<file path="src/rtl/mtimer_pkg.sv">
package mtimer_pkg;
    localparam int unsigned B_EN = 0;
    localparam int unsigned B_RS = 1;
    localparam int unsigned B_LD = 2;
    localparam int unsigned B_IE = 3;
    localparam int unsigned B_IP = 4;
    localparam int unsigned B_CH = 5;

    typedef struct packed {
        logic en;
        logic rs;
        logic ie;
        logic ip;
        logic ch;
    } ctl_t;
endpackage

</file>
<file path="src/rtl/mt_prescaler.sv">
module mt_prescaler #(
    parameter int unsigned PRE_W = 16
) (
    input  logic             clk,
    input  logic             rst,
    input  logic             tick,
    input  logic             cnt_we,
    input  logic             rel_we,
    input  logic [PRE_W-1:0] wdata,
    output logic [PRE_W-1:0] cnt_o,
    output logic [PRE_W-1:0] rel_o,
    output logic             pulse_o
);
    typedef struct packed {
        logic [PRE_W-1:0] cnt;
        logic [PRE_W-1:0] rel;
    } pre_t;

    pre_t s_d, s_q;

    always_comb begin
        s_d     = s_q;
        pulse_o = 1'b0;
        if (tick) begin
            if (s_q.cnt <= PRE_W'(1)) begin
                s_d.cnt = s_q.rel;
                pulse_o = 1'b1;
            end else begin
                s_d.cnt = s_q.cnt - PRE_W'(1);
            end
        end
        if (cnt_we) s_d.cnt = wdata;
        if (rel_we) s_d.rel = wdata;
    end

    always_ff @(posedge clk) begin
        if (rst) s_q <= '0;
        else     s_q <= s_d;
    end

    assign cnt_o = s_q.cnt;
    assign rel_o = s_q.rel;
endmodule

</file>
<file path="src/rtl/mt_channel.sv">
module mt_channel
    import mtimer_pkg::*;
#(
    parameter int unsigned      CNT_W     = 32,
    parameter logic [CNT_W-1:0] RST_VAL   = '0,
    parameter bit               RST_ARMED = 1'b0
) (
    input  logic             clk,
    input  logic             rst,
    input  logic             pulse_i,
    input  logic             chain_i,
    input  logic             cnt_we,
    input  logic             rel_we,
    input  logic             ctl_we,
    input  logic [31:0]      wdata,
    output logic [CNT_W-1:0] cnt_o,
    output logic [CNT_W-1:0] rel_o,
    output logic [31:0]      ctl_o,
    output logic             irq_o,
    output logic             uflow_o
);
    typedef struct packed {
        logic [CNT_W-1:0] cnt;
        logic [CNT_W-1:0] rel;
        ctl_t             ctl;
    } chan_t;

    chan_t s_d, s_q;
    logic  step;
    logic  ip_set;

    always_comb begin
        s_d     = s_q;
        uflow_o = 1'b0;
        ip_set  = 1'b0;
        step    = s_q.ctl.en && (s_q.ctl.ch ? chain_i : pulse_i);
        if (step) begin
            if (s_q.cnt == '0) begin
                uflow_o = 1'b1;
                ip_set  = s_q.ctl.ie;
                if (s_q.ctl.rs) s_d.cnt    = s_q.rel;
                else            s_d.ctl.en = 1'b0;
            end else begin
                s_d.cnt = s_q.cnt - CNT_W'(1);
            end
        end
        if (cnt_we) s_d.cnt = wdata[CNT_W-1:0];
        if (rel_we) s_d.rel = wdata[CNT_W-1:0];
        if (ctl_we) begin
            s_d.ctl.en = wdata[B_EN];
            s_d.ctl.rs = wdata[B_RS];
            s_d.ctl.ie = wdata[B_IE];
            s_d.ctl.ch = wdata[B_CH];
            if (!wdata[B_IP]) s_d.ctl.ip = 1'b0;
            if (wdata[B_LD])  s_d.cnt    = s_q.rel;
        end
        if (ip_set) s_d.ctl.ip = 1'b1;
    end

    always_ff @(posedge clk) begin
        if (rst) begin
            s_q        <= '0;
            s_q.cnt    <= RST_VAL;
            s_q.rel    <= RST_VAL;
            s_q.ctl.en <= RST_ARMED;
            s_q.ctl.ie <= RST_ARMED;
        end else begin
            s_q <= s_d;
        end
    end

    always_comb begin
        ctl_o       = '0;
        ctl_o[B_EN] = s_q.ctl.en;
        ctl_o[B_RS] = s_q.ctl.rs;
        ctl_o[B_IE] = s_q.ctl.ie;
        ctl_o[B_IP] = s_q.ctl.ip;
        ctl_o[B_CH] = s_q.ctl.ch;
    end

    assign cnt_o = s_q.cnt;
    assign rel_o = s_q.rel;
    assign irq_o = s_q.ctl.ip;
endmodule

</file>
<file path="src/rtl/multi_timer.sv">
module multi_timer #(
    parameter int unsigned N_TMR     = 4,
    parameter int unsigned CNT_W     = 32,
    parameter int unsigned PRE_W     = 16,
    parameter int unsigned WDOG_INIT = 32'h0000_FFFF,
    parameter int unsigned ADDR_W    = $clog2((N_TMR + 1) * 16)
) (
    input  logic              clk,
    input  logic              rst,
    input  logic              tick,
    input  logic              bus_sel,
    input  logic              bus_wr,
    input  logic [3:0]        bus_be,
    input  logic [ADDR_W-1:0] bus_addr,
    input  logic [31:0]       bus_wdata,
    output logic [31:0]       bus_rdata,
    output logic [N_TMR-1:0]  irq
);
    localparam int unsigned BLK_W = ADDR_W - 4;

    logic             full;
    logic             wr_ok;
    logic [BLK_W-1:0] blk;
    logic [1:0]       off;
    logic [PRE_W-1:0] pre_cnt, pre_rel;
    logic             pulse;
    logic [31:0]      rd_cnt [N_TMR];
    logic [31:0]      rd_rel [N_TMR];
    logic [31:0]      rd_ctl [N_TMR];

    assign full  = (bus_be == 4'hF);
    assign wr_ok = bus_sel && bus_wr && full;
    assign blk   = bus_addr[ADDR_W-1:4];
    assign off   = bus_addr[3:2];

    mt_prescaler #(.PRE_W(PRE_W)) u_pre (
        .clk    (clk),
        .rst    (rst),
        .tick   (tick),
        .cnt_we (wr_ok && blk == '0 && off == 2'd0),
        .rel_we (wr_ok && blk == '0 && off == 2'd1),
        .wdata  (bus_wdata[PRE_W-1:0]),
        .cnt_o  (pre_cnt),
        .rel_o  (pre_rel),
        .pulse_o(pulse)
    );

    for (genvar i = 0; i < N_TMR; i++) begin : g_ch
        logic             uf;
        logic             chain;
        logic             hit;
        logic [CNT_W-1:0] c_cnt, c_rel;

        if (i == 0) begin : g_head
            assign chain = 1'b0;
        end else begin : g_link
            assign chain = g_ch[i-1].uf;
        end

        assign hit = wr_ok && (blk == BLK_W'(i + 1));

        mt_channel #(
            .CNT_W    (CNT_W),
            .RST_VAL  ((i == N_TMR - 1) ? CNT_W'(WDOG_INIT) : CNT_W'(0)),
            .RST_ARMED(i == N_TMR - 1)
        ) u_ch (
            .clk    (clk),
            .rst    (rst),
            .pulse_i(pulse),
            .chain_i(chain),
            .cnt_we (hit && off == 2'd0),
            .rel_we (hit && off == 2'd1),
            .ctl_we (hit && off == 2'd2),
            .wdata  (bus_wdata),
            .cnt_o  (c_cnt),
            .rel_o  (c_rel),
            .ctl_o  (rd_ctl[i]),
            .irq_o  (irq[i]),
            .uflow_o(uf)
        );

        assign rd_cnt[i] = 32'(c_cnt);
        assign rd_rel[i] = 32'(c_rel);
    end

    always_comb begin
        bus_rdata = '0;
        if (bus_sel && full) begin
            if (blk == '0) begin
                case (off)
                    2'd0:    bus_rdata = 32'(pre_cnt);
                    2'd1:    bus_rdata = 32'(pre_rel);
                    default: bus_rdata = '0;
                endcase
            end
            for (int i = 0; i < N_TMR; i++) begin
                if (blk == BLK_W'(i + 1)) begin
                    case (off)
                        2'd0:    bus_rdata = rd_cnt[i];
                        2'd1:    bus_rdata = rd_rel[i];
                        2'd2:    bus_rdata = rd_ctl[i];
                        default: bus_rdata = '0;
                    endcase
                end
            end
        end
    end
endmodule

</file>
<file path="config.mk">
export PLATFORM = sky130hd
export DESIGN_NAME = multi_timer
export DESIGN_NICKNAME = d
export VERILOG_FILES = /design/src/rtl/mtimer_pkg.sv /design/src/rtl/mt_prescaler.sv /design/src/rtl/mt_channel.sv /design/src/rtl/multi_timer.sv
export SDC_FILE = /design/constraint.sdc
export NUM_CORES = 1
export LEC_CHECK = 0
export BUFFER_PORTS_ARGS = -buffer_cell sky130_fd_sc_hd__buf_2
export CAP_MARGIN = 5
export CORE_MARGIN = 3
export CORE_UTILIZATION = 45
export CTS_BUF_LIST = sky130_fd_sc_hd__clkbuf_4 sky130_fd_sc_hd__clkbuf_8
export CTS_CLUSTER_SIZE = 28
export DETAILED_ROUTE_END_ITERATION = 7
export HOLD_SLACK_MARGIN = 0.02
export PLACE_DENSITY = 0.59
export SLEW_MARGIN = 20
export SYNTH_ARGS = -nofsm -noshare
export SYNTH_HDL_FRONTEND = slang
export SYNTH_SLANG_ARGS = --single-unit
</file>
<file path="constraint.sdc">
create_clock -name clk -period 4.45 [get_ports clk]
set_clock_uncertainty 0.1 [all_clocks]
set_input_delay 0.89 -clock clk [delete_from_list [all_inputs] [get_ports clk]]
set_output_delay 0.89 -clock clk [all_outputs]
set_load 0.01 [all_outputs]
</file>
==> impl_metrics.yaml, run 1 <==
pwr:
  switching_power_mw: 2.60
  p_leak_nw: 8.39
  sw_frac_of_total: 0.334
  ir_drop_mv: 0.242
  power_frac_seq: 0.379
  internal-power_mw: 5.19
  combPwrFrac: 0.218
  p_per_area_nw_per_um2: 339
  clockPowerShare: 0.403
detailed_routing:
  route.vias.total: 23688
  dr.pass1.iters: 6
  routed_via_density: 6.68
  drt-total-wl_mm: 94.8
  drc: 0
  maxUsedRoutingLayer: "met5"
  detail-route-antenna-nets: 0
  dr_wl_met3_mm: 11.0
  wl_per_cell_um: 26.7
  wl_met2_mm: 40.3
  drt-met1-wl_mm: 37.0
  dr.first_iter.drc_count: 3191
setup_path:
  crit_required_ns: 3.46
  crit_type: "input pin to output pin"
  worstPathArrival_ns: 3.16
  worst-path-max-fanout: 32
  critPathCaptureType: "output pin"
  crit_path_start_kind: "input pin"
final_layout:
  drive_gt1_frac: 0.122
  nNetsFinal: 2962
  stdcell_area_um2: 23000
  syn_to_final_growth_pct: 11.2
floorplan:
  io_pins: 84
  initial_core_util: 0.461
  dieArea_um2: 48500
  coreArea_um2: 44800
  rows: 77
  die_x_um: 220
  die_h_um: 220
sta:
  hold_slack_ns: 0.360
  slew_violations: 0
  layout_min_cycle_time_ns: 4.15
  max_slew_margin: 0.248
  setup_ws_ns: 0.301
  rsz0062_at_grt: "no"
  fin_setup_tns_ns: 0
  fin_crit_sh: 0.932
  finalSetupViolations: 0
  max_freq_mhz: 241
  tightest_slew_ns: 1.13
  finalHoldViolations: 0
global_routing:
  grt_pass1_wl_mm: 140
  grt_pass1_vias: 21642
  grt_usage: 0.379
  grt_max_degree: 168
  antenna_found_initial: 7
  grt_overflow: 0
flow_run:
  drv_cap: 0
cts:
  cts-buffers-inserted: 58
  htreeDepth: 2
  cts_tree: "yes"
  cts.clk_slew.worst_paths_ns: 0.06
  postCtsSetupBuffers: 0
  cts-root-buf: "clkbuf_8"
  cts_resized: 0
  clkSinkCount: 308
  clockBufferDepth: 3
  clk_latency_ns: 0.69
  cts_hold_buf: 0
placed_design:
  hpwl_mm: 64.1
  place_area_um2: 21700
  portBuffers: 81
  dpl_worst_slack_ns: 0.283
  place.gp.congestion: 1.03
worst_hold_path:
  hp-class: "register to register"
synthesis:
  yosysSeqAreaShare: 0.299
  synth_flop_cell: "dfxtp_1"
  syn_nets: 2984
  yosys_warnings: 0
  synthXorXnorAreaFrac: 0.00594
  syn_inst: 2929
  ys_ff_latch: 308
  synth_async_sr_flop_share: 0
  yosys.area_share.simple: 0.252
  synth_top_family_by_area: "compound AO/OA/AOI/OAI gates"
  synth_cell_types: 84
  syn_area_per_cell_um2: 7.05
  synth_compound_area_frac: 0.284
  syn_area_um2: 20700
  muxShareOfSynthArea: 0.0955
  synth_fa_ha_area_frac: 0.00424
  synth_edf_count: 0
outcome:
  outcome: "finished, final reports clean"
==> power by group through the flow <==
| stage | Clock [mW] | Combinational (mW) | Sequential, mW |
|---|---|---|---|
| 5_1_grt | 3.31 | 1.80 | 2.96 |
| 2_1_floorplan | 0 | 1.09 | 2.96 |
| 3_5_place_dp | 0 | 1.63 | 3.00 |
| 4_1_cts | 3.18 | 1.64 | 2.94 |
| 3_3_place_gp | 0 | 1.61 | 3.00 |
| 6_report | 3.14 | 1.70 | 2.95 |
==> layout make-up <==
cell class / instances / area [um^2]
clock buffer: 95 / 1200
clock inverter: 8 / 90.1
antenna: 3 / 7.51
multi-input combinational: 2310 / 13300
fill: 4463 / 21800
inverter: 40 / 150
sequential: 308 / 6170
tap: 592 / 741
timing repair buffer: 189 / 1270
==> metrics by stage <==
| stage | power, mW | cells | util |
|---|---|---|---|
| 6_report | 7.79 | 3545 | 0.512 |
| 5_1_grt | 8.07 | 3544 | 0.512 |
| 4_1_cts | 7.76 | 3542 | 0.512 |
| 3_5_place_dp | 4.63 | 3439 | 0.483 |
| 3_3_place_gp | 4.61 | 3439 | 0.483 |
| 2_1_floorplan | 4.05 | 2929 | - |
==> cells in the mapped netlist, types with 25 or more instances <==
cell type,instances,area [um^2]
nor4_1,37,231
nand3_1,105,526
mux2i_1,170,1700
a22oi_1,27,203
nand4_1,32,200
a211oi_1,66,495
o221ai_1,30,263
nor3_1,124,621
or4_1,30,225
nand2_1,447,1680
dfxtp_1,308,6170
nor2_1,256,961
a21oi_1,390,1950
o21ai_0,211,1060
inv_1,37,139
clkbuf_1,230,863
a31oi_1,25,156
o22ai_1,38,238
==> flip-flops by register name (all words and copies together), names as in the netlist <==
signal           count
g_ch.u_ch.cnt_o    128
g_ch.u_ch.irq_o      4
u_pre.cnt_o         16
u_pre.rel_o         16
g_ch.u_ch.rel_o    128
g_ch.u_ch.ctl_o     16
==> worst max-delay path, stage by stage <==
cell and delay [ns]:
buf_4 0.44, nor2_1 0.11, nand2_1 0.55, o22ai_1 0.28
o2111ai_1 0.53, a21oi_1 0.13, buf_2 0.17
==> worst paths after layout <==
check	start	endpoint	slack [ns]	cells past startpoint
setup reg to reg	g_ch[0].u_ch.cnt_o[0]$_SDFF_PP0_	g_ch[1].u_ch.cnt_o[24]$_SDFF_PP0_	0.30	11
hold reg to reg	g_ch[1].u_ch.ctl_o[1]$_SDFFE_PP0P_	g_ch[1].u_ch.ctl_o[1]$_SDFFE_PP0P_	0.36	2
hold / removal	g_ch[1].u_ch.ctl_o[1]$_SDFFE_PP0P_	g_ch[1].u_ch.ctl_o[1]$_SDFFE_PP0P_	0.36	2
setup / recovery	bus_addr[3]	bus_rdata[7]	0.30	7
==> kinds of logic after synthesis <==
group	count (synthesis)
AND/OR/NAND/NOR	1135
AO/OA/AOI/OAI	960
buffers and inverters	311
flip-flops	308
multiplexers	194
XOR/XNOR	14
adder cells (fa/ha/maj)	7
==> cell usage in the layout, fill, tap and decap left out, types with 78 or more instances in the layout <==
master and n:
o21ai_0 211, nor3_1 121, buf_4 106, nand3_1 105
nor2_1 251, buf_2 78, nand2_1 447, dfxtp_1 308
a21oi_1 390, mux2i_1 170, clkbuf_8 79
==> layer usage <==
| metal | track usage | vias to the layer above |
|---|---|---|
| met5 | 0 | - |
| met3 | 0.112 | 311 |
| li1 | - | 10720 |
| met2 | 0.574 | 1429 |
| met4 | 0.220 | 4 |
| met1 | 0.480 | 11224 |
Power figures use the tool's default switching activity.
==> inputs of run 2 (changes only) <==
- MAX_ROUTING_LAYER: not set -> met4
- PLACE_DENSITY: 0.59 -> 0.62
- SLEW_MARGIN: 20 -> 10
- clock period: 4.45 -> 3.8 ns (I/O delays scaled with it)
==> run 2 against run 1 <==
  * Non-clock buffer count up 89
  * Critical path depth unchanged
  * Worst hold slack improved by 0.0080 ns
  * Sequential power rose by 17%
  * Sequential share of layout area decreased by 0.85 points
  * Via count rose by 2.3%
  * Register-to-register slack got worse by 0.09 ns
  * Core utilization is 1.7 points higher
  * Highest routed layer is now met4
  * Die area stayed put
  * Flip-flop and latch count unchanged
==> impl_metrics.yaml, run 2 (synthesized netlist as in run 1, its figures left out) <==
outcome:
  outcome: "finished, final reports clean"
global_routing:
  grt_pass1_vias: 22153
  grt_pass1_wl_mm: 147
  grt_usage: 0.413
  antenna_found_initial: 2
  grt-busiest-layer: "met2"
  use_met1: 0.528
  met2_usage: 0.607
  grt_overflow: 0
  use_met3: 0.0878
  grt_max_degree: 124
sta:
  finalSetupViolations: 0
  setup_ws_ns: 0.195
  finalHoldViolations: 0
  tightest_slew_ns: 0.904
  fin_setup_tns_ns: 0
  max_slew_margin: 0.396
  rsz0062_at_grt: "no"
  slew_violations: 0
  layout_min_cycle_time_ns: 3.60
  fin_crit_sh: 0.949
  max_freq_mhz: 277
pwr:
  ir_drop_mv: 0.232
  combPwrFrac: 0.229
  power_frac_seq: 0.376
  clockPowerShare: 0.395
  p_leak_nw: 8.84
  power_mw: 9.17
  p_per_area_nw_per_um2: 387
  sw_frac_of_total: 0.333
  internal-power_mw: 6.12
  switching_power_mw: 3.05
floorplan:
  die_x_um: 220
  rows: 77
  io_pins: 84
  dieArea_um2: 48500
  die_h_um: 220
  coreArea_um2: 44800
  initial_core_util: 0.461
cts:
  postCtsSetupBuffers: 0
  clkSinkCount: 308
  cts_hold_buf: 0
  htreeDepth: 2
  clockBufferDepth: 3
  cts-buffers-inserted: 57
  cts.clk_slew.worst_paths_ns: 0.05
  cts_resized: 0
  cts_tree: "yes"
  clk_latency_ns: 0.69
  cts-root-buf: "clkbuf_8"
final_layout:
  drive_gt1_frac: 0.147
  nNetsFinal: 3050
  final_common_cell: "nand2_1"
  layout_common_cells: "nand2_1, a21oi_1, dfxtp_1"
  stdcell_area_um2: 23700
  syn_to_final_growth_pct: 14.8
  final_cell_count_no_fill: 3632
detailed_routing:
  route.vias.total: 24226
  drc: 0
  routed_via_density: 6.67
  dr.first_iter.drc_count: 3158
  drt-total-wl_mm: 99.6
  dr.pass1.iters: 6
  wl_per_cell_um: 27.4
  detail-route-antenna-nets: 0
setup_path:
  crit_type: "input pin to output pin"
  worstPathArrival_ns: 2.74
  worst-path-max-fanout: 16
  crit_path_start_kind: "input pin"
  reg2reg_depth: 12
  crit_required_ns: 2.94
  r2r_end: "g_ch[2].u_ch.cnt_o[24]$_SDFF_PP0_"
  cp-startpoint: "bus_addr[4]"
  endpoint: "bus_rdata[9]"
  ff2ff_setup_slack_ns: 0.21
  timing.rr.start: "g_ch[0].u_ch.cnt_o[0]$_SDFF_PP0_"
  critPathCaptureType: "output pin"
placed_design:
  portBuffers: 81
  dpl.cell_count: 3528
  place_area_um2: 22500
  dpl_worst_slack_ns: 0.258
  place.gp.congestion: 1.09
  hpwl_mm: 68.6
flow_run:
  drv_cap: 0
worst_hold_path:
  worstHoldPathCells: 2
  hp-class: "register to register"
## run 2: cell types whose count changed in the layout (fill, tap and decap cells not counted), moves of 2 or more
cell	before	now
clkbuf_8	79	73
clkinv_2	6	4
buf_12	3	13
diode_2	3	1
buf_4	106	185
clkbuf_4	17	24
## run 2: per-stage QoR
step | hold WS (ns) | utilization
finish | 0.368 | 0.529
global route | 0.392 | 0.529
CTS | 0.370 | 0.529
detailed placement | 0.363 | 0.501
global placement | 0.360 | 0.501
floorplan | 0.346 | -
## run 2: cell type report
cell class	instances	area [um^2]
multi-input combinational	2310	13300
antenna	1	2.50
sequential	308	6170
timing repair buffer	278	2060
clock inverter	7	87.6
inverter	40	150
fill	4466	21100
clock buffer	96	1170
tap	592	741
## run 2: power by group through the flow
stage	Combinational [mW]	Sequential (mW)	Clock, mW
2_1_floorplan	1.28	3.47	0
3_3_place_gp	2.00	3.50	0
3_5_place_dp	2.03	3.51	0
4_1_cts	2.04	3.44	3.66
5_1_grt	2.24	3.46	3.80
6_report	2.10	3.45	3.63
## run 2: worst min-delay path by stage
| stage | endpoint | startpoint |
|---|---|---|
| floorplan | g_ch[0].u_ch.rel_o[21]$_SDFFE_PP0P_ | g_ch[0].u_ch.rel_o[21]$_SDFFE_PP0P_ |
| global placement | g_ch[2].u_ch.ctl_o[3]$_SDFFE_PP0P_ | g_ch[2].u_ch.ctl_o[3]$_SDFFE_PP0P_ |
| detailed placement | g_ch[0].u_ch.rel_o[26]$_SDFFE_PP0P_ | g_ch[0].u_ch.rel_o[26]$_SDFFE_PP0P_ |
| CTS | g_ch[0].u_ch.rel_o[26]$_SDFFE_PP0P_ | g_ch[0].u_ch.rel_o[26]$_SDFFE_PP0P_ |
| global route | g_ch[0].u_ch.rel_o[26]$_SDFFE_PP0P_ | g_ch[0].u_ch.rel_o[26]$_SDFFE_PP0P_ |
| finish | g_ch[0].u_ch.rel_o[26]$_SDFFE_PP0P_ | g_ch[0].u_ch.rel_o[26]$_SDFFE_PP0P_ |
## run 2: worst max-delay path: stages
cell       delay, ns
buf_2           0.19
nor2_1          0.26
nand2_1         0.47
o22ai_1         0.44
o2111ai_1       0.26
a21oi_1         0.21
buf_2           0.15
## run 2: metal layers
metal / vias to the layer above / routed length (um)
met1: 11568 / 39800
met3: 316 / 10400
met4: 0 / 6850
met2: 1447 / 42600
met5: - / 0
li1: 10895 / -
